File: src/rtl/dbl_pkg.sv
package dbl_pkg;

    // Bit positions of the flags inside flags_i
    localparam int FLG_C = 0;
    localparam int FLG_V = 1;
    localparam int FLG_Z = 2;
    localparam int FLG_N = 3;
    localparam int FLG_W = 4;

    localparam int COND_W = 4;

    typedef enum logic [COND_W-1:0] {
        CC_TRUE  = 4'h0,
        CC_FALSE = 4'h1,
        CC_HI    = 4'h2,
        CC_LS    = 4'h3,
        CC_CC    = 4'h4,
        CC_CS    = 4'h5,
        CC_NE    = 4'h6,
        CC_EQ    = 4'h7,
        CC_VC    = 4'h8,
        CC_VS    = 4'h9,
        CC_PL    = 4'hA,
        CC_MI    = 4'hB,
        CC_GE    = 4'hC,
        CC_LT    = 4'hD,
        CC_GT    = 4'hE,
        CC_LE    = 4'hF
    } cond_e;

endpackage

File: src/rtl/dbl_cond_eval.sv
module dbl_cond_eval
    import dbl_pkg::*;
(
    input  logic [COND_W-1:0] cond_i,
    input  logic [FLG_W-1:0]  flags_i,
    output logic              hit_o
);

    logic fn, fz, fv, fc;
    logic sgn_ok;
    cond_e sel;

    always_comb begin
        fn     = flags_i[FLG_N];
        fz     = flags_i[FLG_Z];
        fv     = flags_i[FLG_V];
        fc     = flags_i[FLG_C];
        sgn_ok = ~(fn ^ fv);
        sel    = cond_e'(cond_i);
        unique case (sel)
            CC_TRUE:  hit_o = 1'b1;
            CC_FALSE: hit_o = 1'b0;
            CC_HI:    hit_o = ~fc & ~fz;
            CC_LS:    hit_o = fc | fz;
            CC_CC:    hit_o = ~fc;
            CC_CS:    hit_o = fc;
            CC_NE:    hit_o = ~fz;
            CC_EQ:    hit_o = fz;
            CC_VC:    hit_o = ~fv;
            CC_VS:    hit_o = fv;
            CC_PL:    hit_o = ~fn;
            CC_MI:    hit_o = fn;
            CC_GE:    hit_o = sgn_ok;
            CC_LT:    hit_o = ~sgn_ok;
            CC_GT:    hit_o = ~fz & sgn_ok;
            CC_LE:    hit_o = fz | ~sgn_ok;
            default:  hit_o = 1'b0;
        endcase
    end

endmodule

File: src/rtl/dbl_count_step.sv
module dbl_count_step #(
    parameter int CNT_W  = 32,
    parameter int LOOP_W = 16
) (
    input  logic [CNT_W-1:0] count_i,
    output logic [CNT_W-1:0] count_o,
    output logic             expired_o
);

    logic [LOOP_W-1:0] low_dec;

    assign low_dec   = count_i[LOOP_W-1:0] - LOOP_W'(1);
    assign expired_o = (low_dec == {LOOP_W{1'b1}});

    generate
        if (CNT_W > LOOP_W) begin : g_split
            assign count_o = {count_i[CNT_W-1:LOOP_W], low_dec};
        end else begin : g_whole
            assign count_o = low_dec;
        end
    endgenerate

endmodule

File: src/rtl/dbl_target_gen.sv
module dbl_target_gen #(
    parameter int ADDR_W   = 32,
    parameter int DISP_W   = 16,
    parameter int WORD_BYTES = 2
) (
    input  logic [ADDR_W-1:0] inst_addr_i,
    input  logic [DISP_W-1:0] disp_i,
    output logic [ADDR_W-1:0] fall_o,
    output logic [ADDR_W-1:0] target_o
);

    // Base for the jump is one word past the opcode; fall-through skips opcode and displacement
    localparam int BASE_OFS = WORD_BYTES;
    localparam int FALL_OFS = 2 * WORD_BYTES;

    logic [ADDR_W-1:0] disp_ext;
    logic [ADDR_W-1:0] base;

    assign disp_ext = {{(ADDR_W-DISP_W){disp_i[DISP_W-1]}}, disp_i};
    assign base     = inst_addr_i + ADDR_W'(BASE_OFS);
    assign fall_o   = inst_addr_i + ADDR_W'(FALL_OFS);
    assign target_o = base + disp_ext;

endmodule

File: src/rtl/dbl_loop_ctrl.sv
module dbl_loop_ctrl
    import dbl_pkg::*;
#(
    parameter int ADDR_W = 32,
    parameter int DISP_W = 16,
    parameter int CNT_W  = 32,
    parameter int LOOP_W = 16
) (
    input  logic              clk,
    input  logic              rst,
    input  logic              exec_i,
    input  logic [ADDR_W-1:0] inst_addr_i,
    input  logic [DISP_W-1:0] disp_i,
    input  logic [COND_W-1:0] cond_i,
    input  logic [FLG_W-1:0]  flags_i,
    input  logic [CNT_W-1:0]  count_i,
    output logic [ADDR_W-1:0] next_pc_o,
    output logic [CNT_W-1:0]  count_o,
    output logic              count_we_o,
    output logic              taken_o
);

    typedef struct packed {
        logic [ADDR_W-1:0] pc;
        logic [CNT_W-1:0]  cnt;
        logic              we;
        logic              taken;
    } res_t;

    res_t res_d, res_q;

    logic              cond_hit;
    logic [CNT_W-1:0]  cnt_step;
    logic              cnt_expired;
    logic [ADDR_W-1:0] pc_fall;
    logic [ADDR_W-1:0] pc_target;

    dbl_cond_eval u_cond (
        .cond_i  (cond_i),
        .flags_i (flags_i),
        .hit_o   (cond_hit)
    );

    dbl_count_step #(
        .CNT_W  (CNT_W),
        .LOOP_W (LOOP_W)
    ) u_step (
        .count_i   (count_i),
        .count_o   (cnt_step),
        .expired_o (cnt_expired)
    );

    dbl_target_gen #(
        .ADDR_W (ADDR_W),
        .DISP_W (DISP_W)
    ) u_tgt (
        .inst_addr_i (inst_addr_i),
        .disp_i      (disp_i),
        .fall_o      (pc_fall),
        .target_o    (pc_target)
    );

    always_comb begin
        res_d       = res_q;
        res_d.we    = 1'b0;
        res_d.taken = 1'b0;
        if (exec_i) begin
            if (cond_hit) begin
                res_d.pc  = pc_fall;
                res_d.cnt = count_i;
            end else begin
                res_d.cnt = cnt_step;
                res_d.we  = 1'b1;
                if (cnt_expired) begin
                    res_d.pc = pc_fall;
                end else begin
                    res_d.pc    = pc_target;
                    res_d.taken = 1'b1;
                end
            end
        end
    end

    always_ff @(posedge clk) begin
        if (rst) begin
            res_q <= '0;
        end else begin
            res_q <= res_d;
        end
    end

    assign next_pc_o  = res_q.pc;
    assign count_o    = res_q.cnt;
    assign count_we_o = res_q.we;
    assign taken_o    = res_q.taken;

endmodule

File: config.mk
export PLATFORM = sky130hd
export DESIGN_NAME = dbl_loop_ctrl
export DESIGN_NICKNAME = d
export VERILOG_FILES = /design/src/rtl/dbl_pkg.sv /design/src/rtl/dbl_cond_eval.sv /design/src/rtl/dbl_count_step.sv /design/src/rtl/dbl_target_gen.sv /design/src/rtl/dbl_loop_ctrl.sv
export SDC_FILE = /design/constraint.sdc
export NUM_CORES = 1
export LEC_CHECK = 0
export CAP_MARGIN = 20
export CORE_MARGIN = 3
export CORE_UTILIZATION = 30
export CTS_CLUSTER_SIZE = 8
export DETAILED_ROUTE_END_ITERATION = 8
export HOLD_SLACK_MARGIN = 0.02
export SYNTH_ARGS = -nofsm -noshare
export SYNTH_HDL_FRONTEND = slang
export SYNTH_HIERARCHICAL = 1
export SYNTH_SLANG_ARGS = --single-unit
File: constraint.sdc
create_clock -name clk -period 8.1 [get_ports clk]
set_clock_uncertainty 0.1 [all_clocks]
set_input_delay 1.215 -clock clk [delete_from_list [all_inputs] [get_ports clk]]
set_output_delay 1.215 -clock clk [all_outputs]
set_load 0.02 [all_outputs]
Yosys cells after proc, flatten, opt, wreduce, memory -nomap -nowiden
Cells that the tools add are included.
{"block": "totals", "ff_bits": 66, "inputBits": 91, "output_inout_bits": 66, "word_cells": 43}
{"block": "op_classes", "n_addsub": 4, "reduce_logical": 3, "n_mux": 5, "eq_ne": 16, "n_bitwise": 11}
{"operator": "2-to-1 mux 64 bit", "n": 1}
{"operator": "adder 32 x 2 -> 32 bit, second input constant", "n": 1}
{"operator": "adder 32 x 3 -> 32 bit, second input constant", "n": 1}
{"operator": "adder 32 bit", "n": 1}
{"operator": "== test 4 bit, second input constant", "n": 8}
{"operator": "2-to-1 mux 32 bit", "n": 1}
{"operator": "== test 16 bit, second input constant", "n": 1}
{"operator": "== test 4 x 3 -> 1 bit, second input constant", "n": 4}
{"operator": "case mux 1 bit (16 select lines)", "n": 1}
{"operator": "subtractor 16 x 1 -> 16 bit, second input constant", "n": 1}
{"operator": "== test 4 x 2 -> 1 bit, second input constant", "n": 2}
{"operator": "inverter 1 bit", "n": 6}
{"operator": "== test 4 x 1 -> 1 bit, second input constant", "n": 1}
{"operator": "zero test 4 bit", "n": 1}
{"operator": "OR reduction 3 bit", "n": 1}
{"operator": "bitwise AND 1 bit", "n": 2}
{"operator": "2-to-1 mux 2 bit", "n": 1}
{"operator": "bitwise OR 1 bit", "n": 2}
{"operator": "OR reduction 2 bit", "n": 1}
{"operator": "2-to-1 mux 1 bit", "n": 1}
{"operator": "bitwise XOR 1 bit", "n": 1}

Logic depth before layout (Yosys ltp)
{"block": "logic_depth", "word_depth": 5, "ltp_mapped": 14, "ltp_nobuf": 14}

Cells and area by module
The synthesis kept the hierarchy.
{"mod": "dbl_loop_ctrl", "seq_area_each_um2": 1321.3, "n_inst": 1, "cells_each": 331, "area_each_um2": 3083.0}
{"mod": "dbl_target_gen", "seq_area_each_um2": 0.0, "n_inst": 1, "cells_each": 348, "area_each_um2": 2591.2}
{"mod": "dbl_count_step", "seq_area_each_um2": 0.0, "n_inst": 1, "cells_each": 90, "area_each_um2": 593.1}
{"mod": "dbl_cond_eval", "seq_area_each_um2": 0.0, "n_inst": 1, "cells_each": 26, "area_each_um2": 195.2}

Worst setup path after synthesis
OpenSTA, ideal clock, no wires.
{"block": "synth_path", "path_type": "input to register", "start": "input port inst_addr_i[1]", "end": "register res_q, in the netlist next_pc_o[29]", "n_path_buf": 0, "required_ps": 7909, "slack_ps": 3716, "setup_time_ps": 91, "arrival_time_ps": 4193, "path_stages": 14, "cell_sequence": "inv_1 ha_1 inv_1 ha_1 fa_1 a211oi_1 o21ai_1 a21oi_1 a22oi_2 a2111oi_4 nor2_1 a211oi_1 or3b_1 a311oi_1"}
{"block": "synth_via", "elab_chain_cells": 4, "word_cells_on_any_way": 5, "cone_classes": "add/sub (3); mux (2)"}
{"element": "start: declaration", "line": "dbl_loop_ctrl.sv:12", "source": "input logic [ADDR_W-1:0] inst_addr_i,"}
{"element": "adder 32 x 2 -> 32 bit", "line": "dbl_target_gen.sv:20", "source": "assign base = inst_addr_i + ADDR_W'(BASE_OFS);"}
{"element": "adder 32 bit", "line": "dbl_target_gen.sv:22", "source": "assign target_o = base + disp_ext;"}
{"element": "net pc_target[29]", "line": "dbl_loop_ctrl.sv:36", "source": "logic [ADDR_W-1:0] pc_target;"}
{"element": "2-to-1 mux 32 bit", "line": "dbl_loop_ctrl.sv:74", "source": "if (cnt_expired) begin"}
{"element": "2-to-1 mux 64 bit", "line": "dbl_loop_ctrl.sv:68", "source": "if (cond_hit) begin"}
{"element": "end signal: assignment", "line": "dbl_loop_ctrl.sv:88", "source": "res_q <= res_d;"}
{"element": "end: declaration", "line": "dbl_loop_ctrl.sv:30", "source": "res_t res_d, res_q;"}
The timed path passes the listed nets, and every way through them passes these cells.
A chain may end at the register's enable or synchronous reset.

Final worst setup path
Ends and elaborated chain as after synthesis.

==> flow_summary_export.csv <==
group,metric,value,unit
route,wire_per_inst,15.53,um
finish,area_growth,28.42,%
finish,final_core_util,39.36,%
route,drt_wl_total,18.26,mm
setup_path,start_kind,"primary input",
clock_network,clk_root_buffer_cell,"clkbuf_16",
setup_path,cp.required,8240,ps
power,pwr-share-comb,39.9,%
die,dieHeight,152.8,um
route,drt_iter0_markers,284,
synthesis,synthFlopType,"dfxtp_1",
die,die_area,23340,um^2
route,num_vias,6106,
setup_path,reg2reg_slack,7230,ps
clock_network,hold_buffers,0,
job,drv_cap,0,
sta,fmax,0.1896,GHz
setup_path,endpoint_kind,"register",
route,antenna_left,0,
sta,rsz0062_at_grt,"false",
clock_network,clk_path_buf_depth,2,
power,p_int,0.8717,mW
synthesis,synth_cell_types,69,
sta,final.period_utilization,65.10,%
clock_network,post-cts-setup-buffer-count,0,
sta,setup_viol,0,
power,seqPwrFrac,28.4,%
die,die_x,152.8,um
die,std_cell_rows,53,
sta,final.hold.worst_slack,378.5,ps
placement,numPortBuffers,156,
setup_path,cp_max_fo,4,
power,sw_frac_of_total,33.38,%
clock_network,cts.sinks,66,
clock_network,clkTransAtPathRegs,60,ps
route,vias_per_cell,5.192,
min_path,whs_path_depth,2,
die,start_util,30.65,%
placement,place_congestion,0.9008,
finish,design_area,8299,um^2
placement,dp_hpwl,13.86,mm
clock_network,htree_levels,3,
synthesis,ys_seq_area_share,20.45,%
route,drc_errors,0,
clock_network,cts_tree,"yes",
clock_network,insertion_delay,320,ps
min_path,hold_end,"next_pc_o[16]",
setup_path,rr_startpoint,"next_pc_o[11]",
power,p_switching,0.4367,mW
power,p_leak,3.370,nW
synthesis,synthArstFlopShare,0,%
synthesis,yosysWarnings,6,
placement,placed_area,7963,um^2
synthesis,netlist_instances,795,
finish,seqCellArea,1321,um^2
global_routing,grt_pass1_vias,5576,
setup_path,r2r_end,"next_pc_o[11]",
sta,finalHoldViolations,0,
finish,nets,1052,
min_path,worstHoldStart,"next_pc_o[16]",
global_routing,antenna_found_initial,0,
sta,slew_headroom,43.44,%
setup_path,worstRegToRegCells,2,
die,io_pins,157,
global_routing,grt_first_pass_wirelength,29.52,mm
global_routing,grt_max_degree,75,
sta,tightest_slew,848.4,ps
finish,fill_cells,2170,
power,pwr-share-clk,31.6,%
clock_network,cts.repair.resized,0,
global_routing,grt-ovfl-total,0,
sta,drv_slew,0,
synthesis,avgSynthCellArea,8.129,um^2
finish,multi_input_comb_area,4631,um^2
outcome,status,"finished clean",
route,drt_pass1_iterations,4,
global_routing,gr-usage-all-layers,15.01,%
sta,finalSetupTns,0,ps
sta,fin_crit,5273,ps
min_path,hold_path.class,"register to register",
die,core,21090,um^2
synthesis,syn-cell-area,6462,um^2
power,vdd.ir_drop.worst,0.00008784,V
synthesis,synth_edf_count,0,
clock_network,numCtsBuffers,9,
finish,drive_gt1_share,3.996,%
setup_path,critPathKind,"primary input to register",
power,power.density,157.7,nW/um^2
synthesis,syn_nets,951,
finish,n_antenna_cell,0,
setup_path,arrival,5420,ps
synthesis,synth_seq_cells,66,
==> power groups by stage <==
stage | logic [mW] | clock network [mW] | registers (mW)
floorplan | 0.315 | 0 | 0.413
global placement | 0.520 | 0 | 0.379
detailed placement | 0.523 | 0 | 0.379
CTS | 0.525 | 0.428 | 0.372
global route | 0.576 | 0.442 | 0.375
finish | 0.522 | 0.414 | 0.372
==> per-layer routing <==
layer	up-vias	routed length [um]	track usage (%)
li1	3130	-	-
met3	21	954	3.266
met4	0	310	4.285
met1	2811	8737	20.61
met2	144	8261	23.77
met5	-	0	0
==> cell families after synthesis <==
| kind of cell | share of synthesized area [%] |
|---|---|
| adder cells (fa/ha/maj) | 12.70 |
| AO/OA/AOI/OAI | 22.42 |
| XOR/XNOR | 10.11 |
| multiplexers | 5.576 |
| AND/OR/NAND/NOR | 20.64 |
| buffers and inverters | 8.112 |
| flip-flops | 20.45 |
==> registers in the layout, summed over array words and instances (netlist names) <==
| name | count |
|---|---|
| count_we_o | 1 |
| next_pc_o | 32 |
| taken_o | 1 |
| count_o | 32 |
==> cells in the mapped netlist, types with 32 or more instances <==
library cell	number	area (um^2)
a311oi_1	34	297.8
a211oi_1	38	285.3
or3b_1	32	280.3
dfxtp_1	66	1321
clkbuf_1	32	120.1
a21oi_1	35	175.2
nor2_1	91	341.6
o21ai_0	50	250.2
nand2_1	40	150.1
ha_1	64	800.8
xnor2_1	49	429.2
mux2i_1	36	360.4
==> critical path, cell delays in order <==
cell and delay [ps]:
clkdlybuf4s50_1 470, inv_1 40, ha_1 260, inv_1 40, ha_1 210, fa_1 430
a211oi_1 410, o21ai_1 180, a21oi_1 330, a22oi_2 190, a2111oi_4 490, nor2_1 100
a211oi_1 430, or3b_1 390, a311oi_1 230
==> area by class of cell <==
class                           instances  area share, %
Clock inverter                          5         0.9498
Clock buffer                           11          2.804
Tap cell                              275          4.146
Multi-Input combinational cell        634          55.80
Inverter                               24          1.085
Timing Repair Buffer                  161          19.30
Sequential cell                        66          15.92
==> metrics by stage <==
stage / instances / worst slack [ps] / total power, mW
floorplan: 795 / 3716 / 0.7280
global placement: 1158 / 2535 / 0.8982
detailed placement: 1158 / 2528 / 0.9025
CTS: 1174 / 2872 / 1.326
global route: 1176 / 2628 / 1.394
finish: 1176 / 2827 / 1.308
==> cell usage in the layout (no fill, tap or decap), types with 3 or more instances in the layout <==
cell,n
xor2_1,23
a21oi_1,35
or3b_1,32
mux2i_1,36
nor2_1,91
clkbuf_16,9
a311oi_1,34
nand3_1,23
nand4_1,8
nor4_1,3
o21ai_1,4
o211ai_1,3
inv_1,24
dfxtp_1,66
a31oi_1,5
clkdlybuf4s50_1,154
xnor2_1,49
and3_1,8
or2_2,3
or3_1,3
nor2b_1,5
nand2b_1,4
a21o_1,14
nand3b_1,3
ha_1,64
buf_4,4
o21ai_0,50
nor3_1,8
and2_1,5
and4_1,3
nand2_1,40
a211oi_1,38
==> how the worst max path moves through the flow <==
stage                         from       endpoint  slack [ps]  cells after the start
global placement    inst_addr_i[1]  next_pc_o[29]        2540                     15
global route        inst_addr_i[1]  next_pc_o[29]        2630                     15
detailed placement  inst_addr_i[1]  next_pc_o[29]        2530                     15
finish              inst_addr_i[1]  next_pc_o[29]        2830                     15
floorplan           inst_addr_i[1]  next_pc_o[29]        3720                     14
CTS                 inst_addr_i[1]  next_pc_o[29]        2870                     15
Power figures use the tool's default switching activity.
